<file path="src/rtl/adc_rd_pkg.sv">
package adc_rd_pkg;

  typedef enum logic [1:0] {
    RD_FULL  = 2'b00,
    RD_SHORT = 2'b01,
    RD_ECHO  = 2'b10,
    RD_ALT   = 2'b11
  } rd_mode_e;

  typedef enum logic [1:0] {
    ST_IDLE,
    ST_XFER,
    ST_DONE,
    ST_GAP
  } rd_state_e;

  // Rising serial-clock edges in one frame: acquisition edges, null bit, payload.
  function automatic int unsigned frame_edges(rd_mode_e m, int unsigned pre,
                                              int unsigned res_w, int unsigned keep_w);
    case (m)
      RD_SHORT: return pre + 1 + keep_w;
      RD_ECHO:  return pre + 1 + 2 * res_w - 1;
      default:  return pre + 1 + res_w;
    endcase
  endfunction

endpackage

</file>
<file path="src/rtl/adc_rd_tick.sv">
module adc_rd_tick #(
  parameter int DIV_W = 8
) (
  input  logic             clk,
  input  logic             rst_n,
  input  logic             run_i,
  input  logic [DIV_W-1:0] div_i,
  output logic             tick_o
);

  logic [DIV_W-1:0] cnt_q;

  assign tick_o = run_i && (cnt_q == div_i);

  always_ff @(posedge clk or negedge rst_n) begin
    if (!rst_n)                cnt_q <= '0;
    else if (!run_i || tick_o) cnt_q <= '0;
    else                       cnt_q <= cnt_q + DIV_W'(1);
  end

endmodule

</file>
<file path="src/rtl/adc_rd_fsm.sv">
module adc_rd_fsm
  import adc_rd_pkg::*;
#(
  parameter int DIV_W  = 8,
  parameter int RES_W  = 10,
  parameter int KEEP_W = 8,
  parameter int PRE    = 2
) (
  input  logic                                 clk,
  input  logic                                 rst_n,
  input  logic                                 start_i,
  input  logic [1:0]                           mode_i,
  input  logic [DIV_W-1:0]                     div_i,
  input  logic                                 tick_i,
  output logic                                 run_o,
  output logic                                 cs_n_o,
  output logic                                 sclk_o,
  output logic                                 ready_o,
  output logic                                 rise_o,
  output logic [$clog2(PRE+2*RES_W+1)-1:0]     idx_o,
  output logic                                 fin_o,
  output logic [1:0]                           mode_o,
  output logic [DIV_W-1:0]                     div_o
);

  localparam int IDX_W = $clog2(PRE + 2 * RES_W + 1);

  rd_state_e        state_q;
  logic [IDX_W-1:0] idx_q;
  logic             sclk_q, cs_n_q, gap_q;
  logic [1:0]       mode_q;
  logic [DIV_W-1:0] div_q;
  logic             last_w;

  assign last_w  = (idx_q == IDX_W'(frame_edges(rd_mode_e'(mode_q), PRE, RES_W, KEEP_W)));
  assign rise_o  = (state_q == ST_XFER) && tick_i && !sclk_q;
  assign idx_o   = idx_q + IDX_W'(1);
  assign run_o   = (state_q == ST_XFER) || (state_q == ST_GAP);
  assign fin_o   = (state_q == ST_DONE);
  assign ready_o = (state_q == ST_IDLE);
  assign cs_n_o  = cs_n_q;
  assign sclk_o  = sclk_q;
  assign mode_o  = mode_q;
  assign div_o   = div_q;

  always_ff @(posedge clk or negedge rst_n) begin
    if (!rst_n) begin
      state_q <= ST_IDLE;
      idx_q   <= '0;
      sclk_q  <= 1'b0;
      cs_n_q  <= 1'b1;
      gap_q   <= 1'b0;
      mode_q  <= RD_FULL;
      div_q   <= '0;
    end else begin
      case (state_q)
        ST_IDLE: if (start_i) begin
          mode_q  <= mode_i;
          div_q   <= div_i;
          cs_n_q  <= 1'b0;
          sclk_q  <= 1'b0;
          idx_q   <= '0;
          state_q <= ST_XFER;
        end
        ST_XFER: if (tick_i) begin
          if (!sclk_q) begin
            sclk_q <= 1'b1;
            idx_q  <= idx_q + IDX_W'(1);
          end else if (last_w) begin
            sclk_q  <= 1'b0;
            cs_n_q  <= 1'b1;
            state_q <= ST_DONE;
          end else begin
            sclk_q <= 1'b0;
          end
        end
        ST_DONE: begin
          gap_q   <= 1'b0;
          state_q <= ST_GAP;
        end
        ST_GAP: if (tick_i) begin
          if (gap_q) state_q <= ST_IDLE;
          else       gap_q   <= 1'b1;
        end
        default: state_q <= ST_IDLE;
      endcase
    end
  end

endmodule

</file>
<file path="src/rtl/adc_rd_capture.sv">
module adc_rd_capture
  import adc_rd_pkg::*;
#(
  parameter int RES_W  = 10,
  parameter int KEEP_W = 8,
  parameter int PRE    = 2
) (
  input  logic                              clk,
  input  logic                              rst_n,
  input  logic                              rise_i,
  input  logic [$clog2(PRE+2*RES_W+1)-1:0]  idx_i,
  input  logic                              sdo_i,
  input  logic                              fin_i,
  input  logic [1:0]                        mode_i,
  output logic [RES_W-1:0]                  result_o,
  output logic                              done_o,
  output logic                              frame_err_o,
  output logic                              echo_err_o
);

  localparam int IDX_W    = $clog2(PRE + 2 * RES_W + 1);
  localparam int NULL_IDX = PRE + 1;
  localparam int MSB_LAST = PRE + 1 + RES_W;
  localparam int DROP_W   = RES_W - KEEP_W;

  logic [RES_W-1:0] word_q;
  logic [RES_W-2:0] echo_q;
  logic             null_q;
  logic             in_word_w, in_echo_w;

  // Short reads hold their bits in the low KEEP_W positions of the shifter.
  function automatic logic [RES_W-1:0] place_result(logic [1:0] m, logic [RES_W-1:0] w);
    if (rd_mode_e'(m) == RD_SHORT) return {w[KEEP_W-1:0], {DROP_W{1'b0}}};
    return w;
  endfunction

  // The echo word arrives LSB-side first, so it lines up with word[RES_W-1:1].
  function automatic logic echo_mismatch(logic [1:0] m, logic [RES_W-1:0] w,
                                         logic [RES_W-2:0] e);
    return (rd_mode_e'(m) == RD_ECHO) && (e != w[RES_W-1:1]);
  endfunction

  assign in_word_w = (idx_i > IDX_W'(NULL_IDX)) && (idx_i <= IDX_W'(MSB_LAST));
  assign in_echo_w = (idx_i > IDX_W'(MSB_LAST));

  always_ff @(posedge clk or negedge rst_n) begin
    if (!rst_n) begin
      word_q      <= '0;
      echo_q      <= '0;
      null_q      <= 1'b0;
      result_o    <= '0;
      done_o      <= 1'b0;
      frame_err_o <= 1'b0;
      echo_err_o  <= 1'b0;
    end else begin
      done_o <= fin_i;
      if (rise_i) begin
        if (idx_i == IDX_W'(NULL_IDX)) null_q <= sdo_i;
        if (in_word_w)                 word_q <= {word_q[RES_W-2:0], sdo_i};
        if (in_echo_w)                 echo_q <= {sdo_i, echo_q[RES_W-2:1]};
      end
      if (fin_i) begin
        result_o    <= place_result(mode_i, word_q);
        frame_err_o <= null_q;
        echo_err_o  <= echo_mismatch(mode_i, word_q, echo_q);
      end
    end
  end

endmodule

</file>
<file path="src/rtl/adc_serial_reader.sv">
module adc_serial_reader
  import adc_rd_pkg::*;
#(
  parameter int DIV_W  = 8,
  parameter int RES_W  = 10,
  parameter int KEEP_W = 8,
  parameter int PRE    = 2
) (
  input  logic             clk,
  input  logic             rst_n,
  input  logic             start_i,
  input  logic [1:0]       mode_i,
  input  logic [DIV_W-1:0] div_i,
  output logic             ready_o,
  output logic             done_o,
  output logic [RES_W-1:0] result_o,
  output logic             frame_err_o,
  output logic             echo_err_o,
  output logic             cs_n_o,
  output logic             sclk_o,
  input  logic             sdo_i
);

  localparam int IDX_W = $clog2(PRE + 2 * RES_W + 1);

  logic             tick_w, run_w, rise_w, fin_w;
  logic [IDX_W-1:0] idx_w;
  logic [1:0]       mode_q_w;
  logic [DIV_W-1:0] div_q_w;

  adc_rd_tick #(.DIV_W(DIV_W)) u_tick (
    .clk    (clk),
    .rst_n  (rst_n),
    .run_i  (run_w),
    .div_i  (div_q_w),
    .tick_o (tick_w)
  );

  adc_rd_fsm #(.DIV_W(DIV_W), .RES_W(RES_W), .KEEP_W(KEEP_W), .PRE(PRE)) u_fsm (
    .clk     (clk),
    .rst_n   (rst_n),
    .start_i (start_i),
    .mode_i  (mode_i),
    .div_i   (div_i),
    .tick_i  (tick_w),
    .run_o   (run_w),
    .cs_n_o  (cs_n_o),
    .sclk_o  (sclk_o),
    .ready_o (ready_o),
    .rise_o  (rise_w),
    .idx_o   (idx_w),
    .fin_o   (fin_w),
    .mode_o  (mode_q_w),
    .div_o   (div_q_w)
  );

  adc_rd_capture #(.RES_W(RES_W), .KEEP_W(KEEP_W), .PRE(PRE)) u_cap (
    .clk         (clk),
    .rst_n       (rst_n),
    .rise_i      (rise_w),
    .idx_i       (idx_w),
    .sdo_i       (sdo_i),
    .fin_i       (fin_w),
    .mode_i      (mode_q_w),
    .result_o    (result_o),
    .done_o      (done_o),
    .frame_err_o (frame_err_o),
    .echo_err_o  (echo_err_o)
  );

endmodule

</file>
<file path="config.mk">
export PLATFORM = sky130hd
export DESIGN_NAME = adc_serial_reader
export DESIGN_NICKNAME = d
export VERILOG_FILES = /design/src/rtl/adc_rd_pkg.sv /design/src/rtl/adc_rd_tick.sv /design/src/rtl/adc_rd_fsm.sv /design/src/rtl/adc_rd_capture.sv /design/src/rtl/adc_serial_reader.sv
export SDC_FILE = /design/constraint.sdc
export NUM_CORES = 1
export LEC_CHECK = 0
export BUFFER_PORTS_ARGS = -buffer_cell sky130_fd_sc_hd__clkbuf_2
export CORE_UTILIZATION = 53
export DETAILED_ROUTE_END_ITERATION = 10
export PLACE_DENSITY = 0.81
export SYNTH_ARGS = -nofsm -noshare
export SYNTH_HDL_FRONTEND = slang
export SYNTH_SLANG_ARGS = --single-unit
</file>
<file path="constraint.sdc">
create_clock -name clk -period 2.21 [get_ports clk]
set_input_delay 0.3315 -clock clk [delete_from_list [all_inputs] [get_ports clk]]
set_output_delay 0.3315 -clock clk [all_outputs]
set_load 0.005 [all_outputs]
</file>
## Yosys cells after proc, flatten, opt, wreduce, memory -nomap -nowiden

Cells that the tools add are included.

- Register bits: 61
- Output and inout port bits: 16

- Reductions and logical operators: 21
- Add/sub/neg operators: 2
- Eq/ne operators: 16
- Mux-type cells: 27
- $lt $le $gt $ge: 3

Operator list:

| kind | count |
|---|---|
| $mux W10 | 2 |
| $pmux W5 S2 | 2 |
| $mux W5 | 3 |
| $mux W2 | 6 |
| $ne A2 B1 Y1 const B | 5 |
| $reduce_and A2 Y1 | 5 |
| $mux W1 | 9 |
| $ne A9 B9 Y1 | 1 |
| $add A8 B1 Y8 const B | 1 |
| $eq A8 B8 Y1 | 1 |
| $mux W8 | 1 |
| $pmux W2 S4 | 1 |
| $eq A2 B2 Y1 const B | 3 |
| $pmux W1 S2 | 3 |
| $reduce_and A6 Y1 | 1 |
| $add A5 B1 Y5 const B | 1 |
| $eq A5 B2 Y1 const B | 1 |
| $eq A5 B5 Y1 | 1 |
| $gt A5 B2 Y1 const B | 1 |
| $gt A5 B4 Y1 const B | 1 |
| $le A5 B4 Y1 const B | 1 |
| $logic_and A1 B1 Y1 | 5 |
| $reduce_and A5 Y1 | 1 |
| $eq A2 B1 Y1 const B | 2 |
| 7 further kinds | 11 |

## Longest topological paths before layout

- Depth after elaboration: 7
- Depth in mapped cells: 7

## By module

From an unflattened synthesis, not the netlist that was laid out.

- Cell total of the unflattened synthesis: 254
- Area total of the unflattened synthesis: 3041.7 um^2

Modules (own cells, without submodules):

| module | seq. area each (um^2) | cells each | instances | area each (um^2) |
|---|---|---|---|---|
| adc_rd_capture | 825.8 | 110 | 1 | 1443.9 |
| adc_rd_fsm | 501.7 | 98 | 1 | 1097.3 |
| adc_rd_tick | 200.2 | 46 | 1 | 500.5 |

## Least setup slack after synthesis

Ideal clock, no wire load.

- Path type: register to register
- Start point: register u_fsm.idx_q[0]
- End point: register u_cap.word_q[0]
- Library setup time: 0.125 ns
- Arrival time: 2.215 ns
- Setup slack: -0.130 ns
- Period minus slack after synthesis: 2.340 ns
- Data required time: 2.085 ns
- Stages on the path, launching flop included: 8
- Cell sequence: dfrtp_1 > ha_1 > and2_1 > a21oi_1 > or3_1 > o31ai_1 > a2111oi_4 > mux2_2

- Word-level cells in the longest chain between the ends: 4

RTL lines:

| item | line | RTL |
|---|---|---|
| start: declaration | adc_rd_fsm.sv:29 | `logic [IDX_W-1:0] idx_q;` |
| start signal: assignment | adc_rd_fsm.sv:68 | `idx_q <= idx_q + IDX_W'(1);` |
| $add A5 B1 Y5 (*) | adc_rd_fsm.sv:37 | `assign idx_o = idx_q + IDX_W'(1);` |
| $gt A5 B2 Y1 / $le A5 B4 Y1 (equally long branches) | adc_rd_capture.sv:43 | `assign in_word_w = (idx_i > IDX_W'(NULL_IDX)) && (idx_i <= IDX_W'(MSB_LAST));` |
| $logic_and A1 B1 Y1 (*) | adc_rd_capture.sv:43 |  |
| $reduce_and A2 Y1 (no source line) (*) | n/a |  |
| end signal: assignment | adc_rd_capture.sv:59 | `if (in_word_w) word_q <= {word_q[RES_W-2:0], sdo_i};` |
| end: declaration | adc_rd_capture.sv:26 | `logic [RES_W-1:0] word_q;` |

Every way passes the cells marked *; elsewhere a longest branch is shown, timed or not.
A chain may end at the register's enable or synchronous reset.

## Worst setup path after layout

- Start point: register u_fsm.idx_q[0]
- End point: register u_cap.word_q[5]

The elaborated chain is that of the path after synthesis.

==> summary.md <==
| Metric | Value |
|---|---|
| Outcome | finished, final reports clean |
| Post-DP HPWL | 4055 µm |
| Leakage | between 0.0015 and 0.002 µW |
| CTS clk-pin slew, worst paths | about 0.07 ns |
| Peak supply drop | a little over 0.6 mV |
| Via/cell ratio | 5.464 |
| Largest family of logic cells by synthesized area | multiplexers |
| CORE AREA | 5507 µm² |
| Fmax | roughly 460 MHz |
| Yosys top cell by area | dfrtp_1 |
| CP max stage cell | dfrtp_2 |
| Initial Utilization | 54.69% |
| Total Power | between 4000 and 5000 µW |
| Max cap viols | 0 |
| Area grow syn2layout | 24.14% |
| Sequential area share after synthesis | between 50% and 60% |
| Top-area cell type share of the netlist area | 49.85% |
| First-pass DRT Iterations | 4 |
| DRC Markers | 0 |
| Pwr per Cell Area | 1187 nW/µm² |
| RSZ-0062 raised after global routing | true |
| Initial antenna violation count | 0 |
| Die Y | 77.38 µm |
| Hold WC Path Type | in2reg |
| Final Critical Period | 2.187 ns |
| Clk_lat worst skew | 0.35 ns |
| Post-synth EDFFs | 0 |
| Final setup violation count | 0 |
| Io pins | 30 |
| Worst flop-to-flop path startpoint | u_fsm.idx_q[0] |
| CP Launch Type | flip-flop |
| Worst Hold Path EP | u_fsm.div_o[1] |
| Slew headroom | 64.05% |
| Hold WS | 0.2189 ns |
| Routed vias | 2202 |
| First DRT Iteration DRCs | 112 |
| GRT busiest layer | met2 |
| XOR/XNOR share of the synthesized area | 7.270% |
| M3 GR Usage | approximately 5.8% |
| Final Cycle Share | 98.95% |
| Nets@finish | 351 |
| Total number of yosys warnings | 0 |
| TritonCTS buffer count | 9 |
| Diode count | 0 |
| Fin Clk Skew | 0.008533 ns |
| Hold path start | div_i[1] |
| Main synth FF type | dfrtp_1 |
| H-tree levels | 3 |
| GPL Wtd Cong | 0.8634 |
| Post-Syn Nets | 294 |
| Layout cells sized above 1 | 34.14% |
| Commonest non-fill, non-tap cell in the layout | dfrtp_1 |
| Pre-CTS setup slack | -0.01790 ns |
| Critical Path AT | 2.42 ns |
| CP top delay family | compound AO/OA/AOI/OAI gates |
| Critical path, cell by cell | ha_4 > and2_4 > a21oi_2 > or3_4 > o31ai_4 > a2111oi_4 > buf_4 > mux2_2 |
| DIE AREA | 5988 µm² |
| Reg-to-reg endpoint | u_cap.word_q[5] |
| Non-filler cells, final | between 400 and 500 |
| Count of pins over their slew limit | 0 |
| Post-synthesis mux area share | 15.29% |
| Yosys cell types | 37 |
| CTS tree | yes |
| Met2 Resource Use GR | 37.08% |
| Final Hold Viols | 0 |
| Routed len/inst | ~15 µm |
| Simple-gate area share of the yosys netlist | between 10% and 20% |
| Yosys reg bits | 61 |
| Largest net degree at the start of global routing | 62 |
| Row Count | 27 |
| Number of antenna-violating nets in the routed design | 0 |
| Gr ovfl total | 0 |
| Setup CP Type | reg2reg |
| DP Cell Count | 380 |
| Final wirelength | 6236 µm |
| Worst Tran Pin Value | 0.5380 ns |
| Mean post-synth cell area | ~11 µm² |
| Die Width | about 77 µm |
| Synth async-reset ratio | 100.0% |
| Root Driver | clkbuf_8 |
| Max Buffers Root-to-Sink | 2 |
| FF-to-FF setup slack | 0.02 ns |
| Vias in the first global route | 2243 |
| Met1 Usage GRT | between 30% and 40% |
| Crit-path max cell delay | 0.45 ns |
| Top cells by area, synth | dfrtp_1 (50%), mux2_2 (12%), ha_1 (4.6%) |
| Adder-cell share of the synthesized area | 4.570% |
| Post-Synthesis Cell Area | 3012 µm² |
| First-pass GRT wire length | 10670 µm |
| Reg2reg path depth | 8 |
| Port bufs | 29 |
| Synth Area in Compound Gates | about 8% |
| WP buf/inv | 1 |
| Worst setup margin | 0.02312 ns |
| Total GRT Usage | approximately a quarter |
| CP max FO | 5 |
| Highest-count cells in the layout ignoring fill and taps | dfrtp_1 (58), clkbuf_2 (29), nor2_1 (26) |
| CP Capture Type | flip-flop |
| Worst EP required | roughly 2.4 ns |
| Mapped Cells | 269 |
| Clk sinks | 61 |
| Hold depth | 2 |
## synthesized netlist by cell type (7+ instances only)
| master | instances |
|---|---|
| o21ai_0 | 12 |
| clkbuf_1 | 7 |
| a21oi_1 | 13 |
| nor2_1 | 26 |
| nand2_1 | 13 |
| inv_1 | 16 |
| xnor2_1 | 15 |
| ha_1 | 11 |
| xor2_1 | 10 |
| mux2i_1 | 10 |
| dfrtp_1 | 60 |
| mux2_2 | 32 |
## cells by family (layout without fill, tap and decap cells)
family	Yosys count	in the layout
xor gates and xnor gates	25	25
muxes	42	42
DFF	61	61
and+or+nand+nor	68	68
buffers and inverters	24	86
adders and majority gates	11	11
AOI/OAI and AO/OA	38	38
## stage by stage
stage / utilization, % / setup TNS (ns) / area (µm²)
finish: 67.89 / 0 / 3739
floorplan: - / -0.3157 / 3014
CTS: 66.80 / -0.01048 / 3679
global placement: 61.12 / 0 / 3366
global route: 67.89 / -0.2821 / 3739
detailed placement: 61.12 / -0.08835 / 3366
## worst max-delay path by stage
stage                         start                to  slack (ns)  cells after the start
floorplan            u_fsm.idx_q[0]   u_cap.word_q[0]       -0.03                      7
global placement    u_fsm.mode_o[0]  u_fsm.state_q[1]        0.06                      7
detailed placement   u_fsm.idx_q[0]   u_cap.word_q[7]       -0.02                      8
CTS                  u_fsm.idx_q[1]   u_cap.word_q[8]      -0.005                      8
global route        u_tick.cnt_q[0]   u_cap.word_q[5]       -0.07                      6
finish               u_fsm.idx_q[0]   u_cap.word_q[5]        0.02                      8
## state kept, by name, summed over array words and instances (netlist names)
register,count
u_fsm.sclk_o,1
u_fsm.state_q,2
u_fsm.div_o,8
u_fsm.cs_n_o,1
u_cap.result_o,10
u_cap.echo_q,9
u_cap.echo_err_o,1
u_tick.cnt_q,8
u_cap.frame_err_o,1
u_fsm.gap_q,1
u_cap.null_q,1
u_cap.word_q,10
u_fsm.mode_o,2
u_cap.done_o,1
u_fsm.idx_q,5
## what timing repair did
| action | 4_1_cts | 5_1_grt |
|---|---|---|
| pin swaps | 3 | 8 |
| gates resized for setup | 9 | 12 |
| cloned | 1 | 0 |
| hold buffers | 1 | 0 |
| hold endpoints to repair | 18 | 0 |
| endpoints found under the setup margin | 10 | 20 |
| buffers inserted | 2 | 3 |
## area by class of cell
| class | instances | area [µm²] |
|---|---|---|
| well taps | 72 | 90.09 |
| multi-input cells | 184 | 1466 |
| inverters | 16 | 60.06 |
| clock buffers | 12 | 145.1 |
| flip-flops and latches | 61 | 1530 |
| fillers | 391 | 1768 |
| repair buffers | 54 | 351.6 |
| clock inverters | 4 | 95.09 |
## power breakdown
group	leakage (µW)	switching, µW	total (µW)	internal (µW)
sequential	0.000755	228	1650	1420
clock	0.000121	423	1200	779
combinational	0.000824	797	1590	789
total	0.00170	1450	4440	2990
## metal layers
layer	routed length, µm	up-vias
li1	-	1047
met4	165	0
met5	0	-
met3	202	15
met1	2825	1095
met2	3043	45
Power figures use the tool's default switching activity.
